==> config.mk <==
export PLATFORM = sky130hd
export DESIGN_NAME = sdi_sync_embedder
export DESIGN_NICKNAME = d
export VERILOG_FILES = /design/src/rtl/sdi_emb_pkg.sv /design/src/rtl/sdi_emb_hist.sv /design/src/rtl/sdi_emb_lncnt.sv /design/src/rtl/sdi_sync_embedder.sv
export SDC_FILE = /design/constraint.sdc
export NUM_CORES = 1
export LEC_CHECK = 0
export ABC_AREA = 1
export BUFFER_PORTS_ARGS = -buffer_cell sky130_fd_sc_hd__buf_4
export CAP_MARGIN = 20
export CORE_MARGIN = 3
export CORE_UTILIZATION = 45
export DETAILED_ROUTE_END_ITERATION = 10
export SYNTH_ARGS = -nofsm -noshare
export SYNTH_HDL_FRONTEND = slang
export SYNTH_SLANG_ARGS = --single-unit
==> constraint.sdc <==
create_clock -name clk -period 4.2 [get_ports clk]
set_input_delay 0.42 -clock clk [delete_from_list [all_inputs] [get_ports clk]]
set_output_delay 0.42 -clock clk [all_outputs]
set_load 0.03 [all_outputs]
==> src/rtl/sdi_emb_pkg.sv <==
package sdi_emb_pkg;

    localparam int CW = 10;
    localparam int LW = 11;
    localparam int TRS_LEN = 4;

    typedef enum logic [1:0] {
        MODE_HD  = 2'b00,
        MODE_SD  = 2'b01,
        MODE_3G  = 2'b10,
        MODE_OFF = 2'b11
    } sdi_mode_e;

    typedef struct packed {
        logic          hb;
        logic          act;
        logic          vb;
        logic          fld;
        logic [2*CW-1:0] pix;
    } smp_t;

    localparam smp_t IDLE_SMP = '{hb: 1'b1, act: 1'b0, vb: 1'b0, fld: 1'b0, pix: '0};

    localparam logic [CW-1:0] BLANK_Y = 10'h040;
    localparam logic [CW-1:0] BLANK_C = 10'h200;

    function automatic logic [CW-1:0] xyz_word(input logic f, input logic v, input logic h);
        return {1'b1, f, v, h, v ^ h, f ^ h, f ^ v, f ^ v ^ h, 2'b00};
    endfunction

    // word index 0..3 of a timing sequence
    function automatic logic [CW-1:0] trs_word(input logic [1:0] w, input logic f,
                                               input logic v, input logic h);
        logic [CW-1:0] r;
        case (w)
            2'd0:    r = '1;
            2'd3:    r = xyz_word(f, v, h);
            default: r = '0;
        endcase
        return r;
    endfunction

    function automatic logic [CW-1:0] ln_lo(input logic [LW-1:0] l);
        return {~l[6], l[6:0], 2'b00};
    endfunction

    function automatic logic [CW-1:0] ln_hi(input logic [LW-1:0] l);
        return {1'b1, 3'b000, l[10:7], 2'b00};
    endfunction

endpackage

==> src/rtl/sdi_emb_hist.sv <==
module sdi_emb_hist
    import sdi_emb_pkg::*;
#(
    parameter int DEPTH = 6
) (
    input  logic              clk,
    input  logic              rst,
    input  smp_t              in_i,
    output smp_t [DEPTH-1:0]  tap_o
);

    smp_t [DEPTH-1:0] tap_d, tap_q;

    always_comb begin
        tap_d[0] = in_i;
        for (int k = 1; k < DEPTH; k++) begin
            tap_d[k] = tap_q[k-1];
        end
    end

    generate
        for (genvar g = 0; g < DEPTH; g++) begin : g_tap
            always_ff @(posedge clk) begin
                if (rst) tap_q[g] <= IDLE_SMP;
                else     tap_q[g] <= tap_d[g];
            end
        end
    endgenerate

    assign tap_o = tap_q;

endmodule

==> src/rtl/sdi_emb_lncnt.sv <==
module sdi_emb_lncnt
    import sdi_emb_pkg::*;
(
    input  logic          clk,
    input  logic          rst,
    input  logic          step_i,
    input  logic          vb_i,
    input  logic          fld_i,
    output logic [LW-1:0] line_o
);

    typedef struct packed {
        logic [LW-1:0] cnt;
        logic          vprev;
    } lc_t;

    lc_t st_d, st_q;

    always_comb begin
        st_d = st_q;
        if (step_i) begin
            if (vb_i && !st_q.vprev && !fld_i) st_d.cnt = LW'(1);
            else                               st_d.cnt = st_q.cnt + LW'(1);
            st_d.vprev = vb_i;
        end
    end

    always_ff @(posedge clk) begin
        if (rst) st_q <= '0;
        else     st_q <= st_d;
    end

    assign line_o = st_q.cnt;

    // a step with frame-start conditions must land on line 1
    AST_LINE_RESTART: assert property (@(posedge clk) disable iff (rst)
        (step_i && vb_i && !st_q.vprev && !fld_i) |=> (line_o == LW'(1)))
        else $error("line restart");

endmodule

==> src/rtl/sdi_sync_embedder.sv <==
module sdi_sync_embedder
    import sdi_emb_pkg::*;
(
    input  logic          clk,
    input  logic          rst,
    input  logic [1:0]    mode_i,
    input  logic [19:0]   vid_data_i,
    input  logic          vid_act_i,
    input  logic          vid_hblank_i,
    input  logic          vid_vblank_i,
    input  logic          vid_field_i,
    output logic [9:0]    ds_y_o,
    output logic [9:0]    ds_c_o,
    output logic          trs_o,
    output logic          eav_o,
    output logic          sav_o
);

    localparam int LOOK  = TRS_LEN;       // look-ahead taps for the start sequence
    localparam int POS   = LOOK;          // tap that feeds the output
    localparam int DEPTH = LOOK + 2;      // one more tap to see the previous sample
    localparam int IW    = 3;

    typedef struct packed {
        logic [IW-1:0] idx;
        logic [CW-1:0] y;
        logic [CW-1:0] c;
        logic          trs;
        logic          eav;
        logic          sav;
    } st_t;

    smp_t             in_smp;
    smp_t [DEPTH-1:0] tap;
    smp_t             cur, prv;
    st_t              st_d, st_q;
    sdi_mode_e        mode;
    logic             sd, en, run, sav_hit, eav_go, ln_step;
    logic [IW-1:0]    sav_w, w, last;
    logic [LW-1:0]    line;

    assign mode   = sdi_mode_e'(mode_i);
    assign in_smp = '{hb: vid_hblank_i, act: vid_act_i, vb: vid_vblank_i,
                      fld: vid_field_i, pix: vid_data_i};

    sdi_emb_hist #(.DEPTH(DEPTH)) i_hist (
        .clk   (clk),
        .rst   (rst),
        .in_i  (in_smp),
        .tap_o (tap)
    );

    sdi_emb_lncnt i_lncnt (
        .clk    (clk),
        .rst    (rst),
        .step_i (ln_step),
        .vb_i   (cur.vb),
        .fld_i  (cur.fld),
        .line_o (line)
    );

    always_comb begin
        cur  = tap[POS];
        prv  = tap[POS+1];
        sd   = (mode == MODE_SD);
        en   = (mode != MODE_OFF);
        last = sd ? IW'(3) : IW'(5);

        st_d      = st_q;
        st_d.idx  = '0;
        st_d.trs  = 1'b0;
        st_d.eav  = 1'b0;
        st_d.sav  = 1'b0;
        st_d.y    = cur.act ? cur.pix[CW-1:0] : BLANK_Y;
        st_d.c    = sd ? '0 : (cur.act ? cur.pix[2*CW-1:CW] : BLANK_C);
        ln_step   = 1'b0;
        w         = '0;

        // start sequence: find the first non-blank tap ahead of the output tap
        sav_hit = 1'b0;
        sav_w   = '0;
        run     = cur.hb;
        for (int j = LOOK - 1; j >= 0; j--) begin
            if (run && !tap[j].hb) begin
                sav_hit = 1'b1;
                sav_w   = IW'(j);
            end
            run = run && tap[j].hb;
        end

        eav_go = en && ((st_q.idx != '0) || (cur.hb && !prv.hb));

        if (eav_go) begin
            w        = st_q.idx;
            st_d.idx = (w == last) ? '0 : w + IW'(1);
            if (w <= IW'(3)) begin
                st_d.y   = trs_word(w[1:0], cur.fld, cur.vb, 1'b1);
                st_d.c   = sd ? '0 : trs_word(w[1:0], cur.fld, cur.vb, 1'b1);
                st_d.trs = 1'b1;
            end else if (w == IW'(4)) begin
                st_d.y = ln_lo(line);
                st_d.c = ln_lo(line);
            end else begin
                st_d.y = ln_hi(line);
                st_d.c = ln_hi(line);
            end
            if (w == IW'(3)) begin
                st_d.eav = 1'b1;
                ln_step  = 1'b1;
            end
        end else if (en && sav_hit) begin
            st_d.y   = trs_word(sav_w[1:0], cur.fld, cur.vb, 1'b0);
            st_d.c   = sd ? '0 : trs_word(sav_w[1:0], cur.fld, cur.vb, 1'b0);
            st_d.trs = 1'b1;
            st_d.sav = (sav_w == IW'(3));
        end
    end

    always_ff @(posedge clk) begin
        if (rst) st_q <= '{idx: '0, y: BLANK_Y, c: BLANK_C, trs: 1'b0, eav: 1'b0, sav: 1'b0};
        else     st_q <= st_d;
    end

    assign ds_y_o = st_q.y;
    assign ds_c_o = st_q.c;
    assign trs_o  = st_q.trs;
    assign eav_o  = st_q.eav;
    assign sav_o  = st_q.sav;

    AST_EAV_XYZ_H: assert property (@(posedge clk) disable iff (rst)
        eav_o |-> (trs_o && ds_y_o[9] && ds_y_o[6]))
        else $error("end flag without H=1 word");

    AST_SAV_XYZ_H: assert property (@(posedge clk) disable iff (rst)
        sav_o |-> (trs_o && ds_y_o[9] && !ds_y_o[6]))
        else $error("start flag without H=0 word");

    AST_EAV_PREAMBLE: assert property (@(posedge clk) disable iff (rst)
        eav_o |-> ($past(ds_y_o, 3) == 10'h3FF))
        else $error("end XYZ without preamble");

    AST_LN_AFTER_EAV: assert property (@(posedge clk) disable iff (rst)
        (eav_o && mode_i != 2'b01) |=> !trs_o)
        else $error("line word missing after end XYZ");

    AST_OFF_NO_TRS: assert property (@(posedge clk) disable iff (rst)
        (mode_i == 2'b11) |=> !trs_o)
        else $error("timing word with insertion off");

    AST_SD_C_ZERO: assert property (@(posedge clk) disable iff (rst)
        (mode_i == 2'b01) |=> (ds_c_o == '0))
        else $error("chroma stream not idle in SD");

endmodule

==> qor.yml, run 1 <==
outcome:
  run_status: "finished clean"
layout:
  synthToLayoutAreaGrowth_pct: 14.9
  final_area_sq_um: 6780
  fin_nets: 820
  fin_util_pct: 53.3
  diodes: 0
  drive_gt1_share_pct: 13.2
clock_tree:
  cts_resized: 0
  cts_root_buf: "clkbuf_16"
  clkLatencyLatePin_ps: 420
  clk_path_buf_depth: 2
  tritoncts: "built"
  clkTransAtPathRegs_ps: 60
  ctsHoldBuffers: 0
  cts_buffers: 17
  cts.sinks: 159
  htreeDepth: 4
  postCtsSetupBuffers: 0
power_and_ir_drop:
  total_power_mw: 3.19
  peakVddDrop_mv: 0.302
  p_leak_nw: 3.09
  p_per_area_nw_per_um2: 471
sta:
  tightest_slew_ps: 714
  hold_ws_ps: 186
  slew_headroom_pct: 52.4
  hold_violations: 0
  finalSetupTns_ps: 0
  fmax_mhz: 447
  rsz0062_at_grt: "false"
  finalClockSkew_ps: 9.66
  fin_crit_sh_pct: 53.3
  setup_viol_count_final: 0
  fin_crit_ps: 2240
  finalMaxSlewViolations: 0
die:
  die-area_sq_um: 14500
  die_y_microns: 120
  core_sq_um: 12700
  core.rowCount: 41
  ios: 51
  start_util_pct: 46.3
  fp.dieW_microns: 120
place:
  dpl_cell_area_sq_um: 6220
  place.gp.congestion: 0.848
  hpwl_microns: 7580
  port_buffers: 50
synth:
  syn_avg_cell_area_sq_um: 7.78
  synthCells: 758
  synth_flop_cell: "dfxtp_1"
  seq_area_frac_synth_pct: 54.0
  synth_cell_type_count: 32
  yosysTopAreaCell: "dfxtp_1"
  ys_warn_count: 0
  synth_top_area_share_pct: 54.0
  synth_seq_cells: 159
  synth_most_common_cell: "dfxtp_1"
  synth_nets: 795
  synthArstFlopShare_pct: 0
  yosys-top-cells-area: "dfxtp_1 (54%), inv_1 (10%), nor2_1 (9.6%)"
  netlist_area_sq_um: 5900
  synth_commonest_cells: "dfxtp_1 (159), inv_1 (157), nor2_1 (150)"
  synth_edf_count: 0
global_route:
  antenna_found_initial: 0
  grt_pass1_wl_microns: 18700
  grt_max_degree: 74
  grt_pass1_vias: 4018
  overflow: 0
  grt_usage_pct: 16.4
setup_path:
  critPathLaunchType: "flop"
  critical_path.max_fanout: 17
  required_ps: 4490
  crit_arrival_ps: 2530
  cp-end-kind: "flop"
  reg2reg_slack_ps: 1960
  path_class: "flop to flop"
run:
  drv_cap: 0
routing:
  drc: 0
  ant_nets: 0
  drt_iter0_drc: 258
  vias: 4207
  detail_route.wl_per_cell_microns: 11.2
  routed_wl_microns: 10900
  routed_via_density: 4.35
  firstDrtPassIters: 4
hold_path:
  hold_path.class: "input pin to flop"
-- metal layers --
metal  routed length [microns]  global-route usage, %
met1                      5110                   20.2
met3                       521                   4.35
met5                         0                      0
met4                       205                   7.22
met2                      5030                   26.9
-- through the flow --
step                setup WS, ps  instances
finish                      1960        968
global route                1760        968
CTS                         1950        968
detailed placement          1800        936
global placement            1880        936
floorplan                   2600        758
-- registers in the layout, summed over array words and instances (netlist names) --
register,cells
i_hist.tap_o,121
i_lncnt.line_o,11
ds_c_o,10
ds_y_o,10
st_q,3
eav_o,1
i_lncnt.st_q,1
sav_o,1
trs_o,1
-- where the power goes --
group	internal (mW)	switching (mW)	leakage [nW]
combinational	0.0660	0.123	1.52
clock	0.824	0.613	0.276
sequential	1.55	0.0123	1.30
total	2.44	0.749	3.09
-- worst paths after layout --
path                                                   from                             end  depth (start not counted)
worst min register to register  i_hist.tap_o[65]$_SDFF_PP0_     i_hist.tap_o[89]$_SDFF_PP0_                          2
worst max-delay path                    st_q[23]$_SDFF_PP0_  i_lncnt.line_o[2]$_SDFFE_PP0P_                          8
worst max register to register          st_q[23]$_SDFF_PP0_  i_lncnt.line_o[2]$_SDFFE_PP0P_                          8
worst min-delay path                           vid_hblank_i     i_hist.tap_o[23]$_SDFF_PP1_                          2
-- placed cells by master (no fill, tap or decap), types with 2 or more instances in the layout --
| cell type | count |
|---|---|
| a21oi_1 | 14 |
| a21oi_4 | 2 |
| a31oi_1 | 3 |
| buf_4 | 51 |
| clkbuf_16 | 17 |
| clkinv_1 | 2 |
| clkinv_2 | 4 |
| dfxtp_1 | 159 |
| ha_1 | 9 |
| inv_1 | 157 |
| inv_2 | 4 |
| inv_6 | 7 |
| nand2_1 | 94 |
| nand2_2 | 5 |
| nand3_1 | 51 |
| nand4_1 | 17 |
| nor2_1 | 150 |
| nor2_2 | 5 |
| nor3_1 | 2 |
| o21ai_0 | 19 |
| o21ai_1 | 3 |
| o21bai_1 | 4 |
| or2_2 | 4 |
| xor2_1 | 2 |
-- logic make-up after synthesis --
family          Yosys count  synth area share, %
simple gates            332                 23.9
compound gates           48                 4.82
fa+ha+maj                 9                 1.91
xor+xnor                  2                0.297
buf+inv                 208                 15.0
flops                   159                 54.0
-- worst max-delay path, cell delays in order, from the launching register on --
cell	delay [ps]
dfxtp_1	390
inv_1	80
ha_1	300
inv_2	150
nor2_4	50
a21oi_4	440
nand2_2	280
o21ai_1	330
nor3_1	100
-- area by class of cell --
class | instances | area, sq um
Fill cell | 1254 | 5950
Sequential cell | 159 | 3180
Multi-Input combinational cell | 391 | 1830
Inverter | 163 | 612
Clock buffer | 18 | 429
Timing Repair Buffer | 51 | 383
Tap cell | 172 | 215
Clock inverter | 14 | 128
(Power assumes the default switching activity.)
==> inputs of run 2 (changes only) <==
- clock period: 4.2 -> 2.1 ns (I/O delays scaled with it)
==> qor.yml, run 2 (synthesized netlist as in run 1, its figures left out) <==
global_route:
  use_met1_pct: 20.3  # was 20.2%
  antenna_found_initial: 0  # unchanged
  grt_max_degree: 109  # was 74
  grt_pass1_wl_microns: 18800  # was 18700 microns
  grt_pass1_vias: 4114  # was 4018
  top_usage_layer: "met2"  # unchanged
  grt_usage_pct: 16.3  # was 16.4%
  grt_util_met3_pct: 4.16  # was 4.35%
  overflow: 0  # unchanged
  grt_util_met2_pct: 26.3  # was 26.9%
place:
  placed_cells: 943  # was 936
  hpwl_microns: 7440  # was 7580 microns
  dpl_cell_area_sq_um: 6280  # was 6220 sq um
  port_buffers: 50  # unchanged
  place.gp.congestion: 0.895  # was 0.848
hold_path:
  min_to: "i_hist.tap_o[117]$_SDFF_PP0_"  # was i_hist.tap_o[23]$_SDFF_PP1_
  min_from: "rst"  # was vid_hblank_i
  hold_depth: 2  # unchanged
  hold_path.class: "input pin to flop"  # unchanged
die:
  fp.dieW_microns: 120  # unchanged
  die-area_sq_um: 14500  # unchanged
  start_util_pct: 46.3  # unchanged
  ios: 51  # unchanged
  core_sq_um: 12700  # unchanged
  die_y_microns: 120  # unchanged
  core.rowCount: 41  # unchanged
routing:
  ant_nets: 0  # unchanged
  detail_route.wl_per_cell_microns: 10.8  # was 11.2 microns
  routed_wl_microns: 10800  # was 10900 microns
  drc: 0  # unchanged
  firstDrtPassIters: 7  # was 4
  drt_iter0_drc: 265  # was 258
  vias: 4358  # was 4207
  routed_via_density: 4.36  # was 4.35
setup_path:
  cp-end-kind: "flop"  # unchanged
  regToRegStartpoint: "st_q[23]$_SDFF_PP0_"  # unchanged
  rr_endpoint: "ds_y_o[6]$_SDFF_PP1_"  # was i_lncnt.line_o[2]$_SDFFE_PP0P_
  reg2reg_slack_ps: 220  # was 1960 ps
  critPathLaunchType: "flop"  # unchanged
  path_class: "flop to flop"  # unchanged
  rr_worst_depth: 10  # was 8
  crit_arrival_ps: 2240  # was 2530 ps
  required_ps: 2460  # was 4490 ps
  critical_path.max_fanout: 12  # was 17
outcome:
  run_status: "finished clean"  # unchanged
clock_tree:
  cts_root_buf: "clkbuf_16"  # unchanged
  clk_path_buf_depth: 2  # unchanged
  clkTransAtPathRegs_ps: 60  # about the same
  htreeDepth: 4  # unchanged
  clkLatencyLatePin_ps: 420  # about the same
  tritoncts: "built"  # unchanged
  cts.sinks: 159  # unchanged
  cts_buffers: 17  # unchanged
power_and_ir_drop:
  total_power_mw: 6.62  # was 3.19 mW
  p_per_area_nw_per_um2: 929  # was 471 nW/um^2
  p_leak_nw: 3.25  # was 3.09 nW
  peakVddDrop_mv: 0.620  # was 0.302 mV
sta:
  finalClockSkew_ps: 9.98  # was 9.66 ps
  fin_crit_sh_pct: 89.6  # was 53.3%
  setup_viol_count_final: 0  # unchanged
  rsz0062_at_grt: "false"  # unchanged
  hold_violations: 0  # unchanged
  fmax_mhz: 532  # was 447 MHz
  slew_headroom_pct: 71.5  # was 52.4%
  finalMaxSlewViolations: 0  # unchanged
  tightest_slew_ps: 427  # was 714 ps
  fin_crit_ps: 1880  # was 2240 ps
  finalSetupTns_ps: 0  # unchanged
layout:
  fin_util_pct: 56.0  # was 53.3%
  diodes: 0  # unchanged
  largest_reg_flops: 121  # unchanged
  final_common_cell: "dfxtp_1"  # unchanged
  drive_gt1_share_pct: 13.7  # was 13.2%
  layout_common_cells: "dfxtp_1 (159), inv_1 (157), nor2_1 (150)"  # unchanged
  final_area_sq_um: 7130  # was 6780 sq um
  fin_cells: 999  # was 968
  synthToLayoutAreaGrowth_pct: 20.9  # was 14.9%
  fin_nets: 851  # was 820
run:
  drv_cap: 0  # unchanged
[run 2: repair_timing]
| item | in CTS | in global routing |
|---|---|---|
| resized for setup | 0 | 0 |
| hold endpoints to repair | 24 | 0 |
| setup buffers | 0 | 0 |
| hold buffers | 24 | 0 |
[run 2: how the worst max path moves through the flow]
| stage | startpoint | endpoint | slack, ps | cells after the start |
|---|---|---|---|---|
| 4_1_cts | st_q[23]$_SDFF_PP0_ | ds_y_o[6]$_SDFF_PP1_ | 260 | 10 |
| 6_report | st_q[23]$_SDFF_PP0_ | ds_y_o[6]$_SDFF_PP1_ | 220 | 10 |
| 2_1_floorplan | i_hist.tap_o[119]$_SDFF_PP1_ | ds_c_o[7]$_SDFF_PP0_ | 500 | 10 |
| 3_3_place_gp | st_q[23]$_SDFF_PP0_ | ds_y_o[6]$_SDFF_PP1_ | 260 | 9 |
| 5_1_grt | i_hist.tap_o[119]$_SDFF_PP1_ | ds_c_o[7]$_SDFF_PP0_ | 40 | 10 |
| 3_5_place_dp | st_q[23]$_SDFF_PP0_ | ds_y_o[6]$_SDFF_PP1_ | 260 | 9 |
[run 2: where the power goes]
part,internal (mW),switching [mW]
Sequential,3.11,0.0245
Combinational,0.165,0.248
Clock,1.84,1.23
Total,5.11,1.50
[run 2: area by class of cell]
cell class                 instances  area [sq um]
timing repair buffer              82           688
tap                              172           215
sequential                       159          3180
fill                            1243          5600
inverter                         163           612
multi-input combinational        391          1830
clock buffer                      19           453
clock inverter                    13           150
[run 2: through the flow]
stage	setup slack [ps]	hold WS (ps)
global placement	257	390
finish	219	157
global route	37.1	164
floorplan	504	314
CTS	259	142
detailed placement	260	392
[run 2: worst max-delay path, cell delays in order (launching register included)]
cell and delay, ps:
dfxtp_1 400, inv_1 80, ha_1 220, inv_2 120, nor2_4 50, nand2_1 60
nand2_2 190, nand2_1 240, clkinv_1 180, nand3_1 150, and2_1 120
[run 2: per-layer routing]
layer,up-vias,share of wire (%)
met3,22,5.2
met5,-,0
met2,109,46
met4,0,2.7
met1,1878,46
li1,2349,-
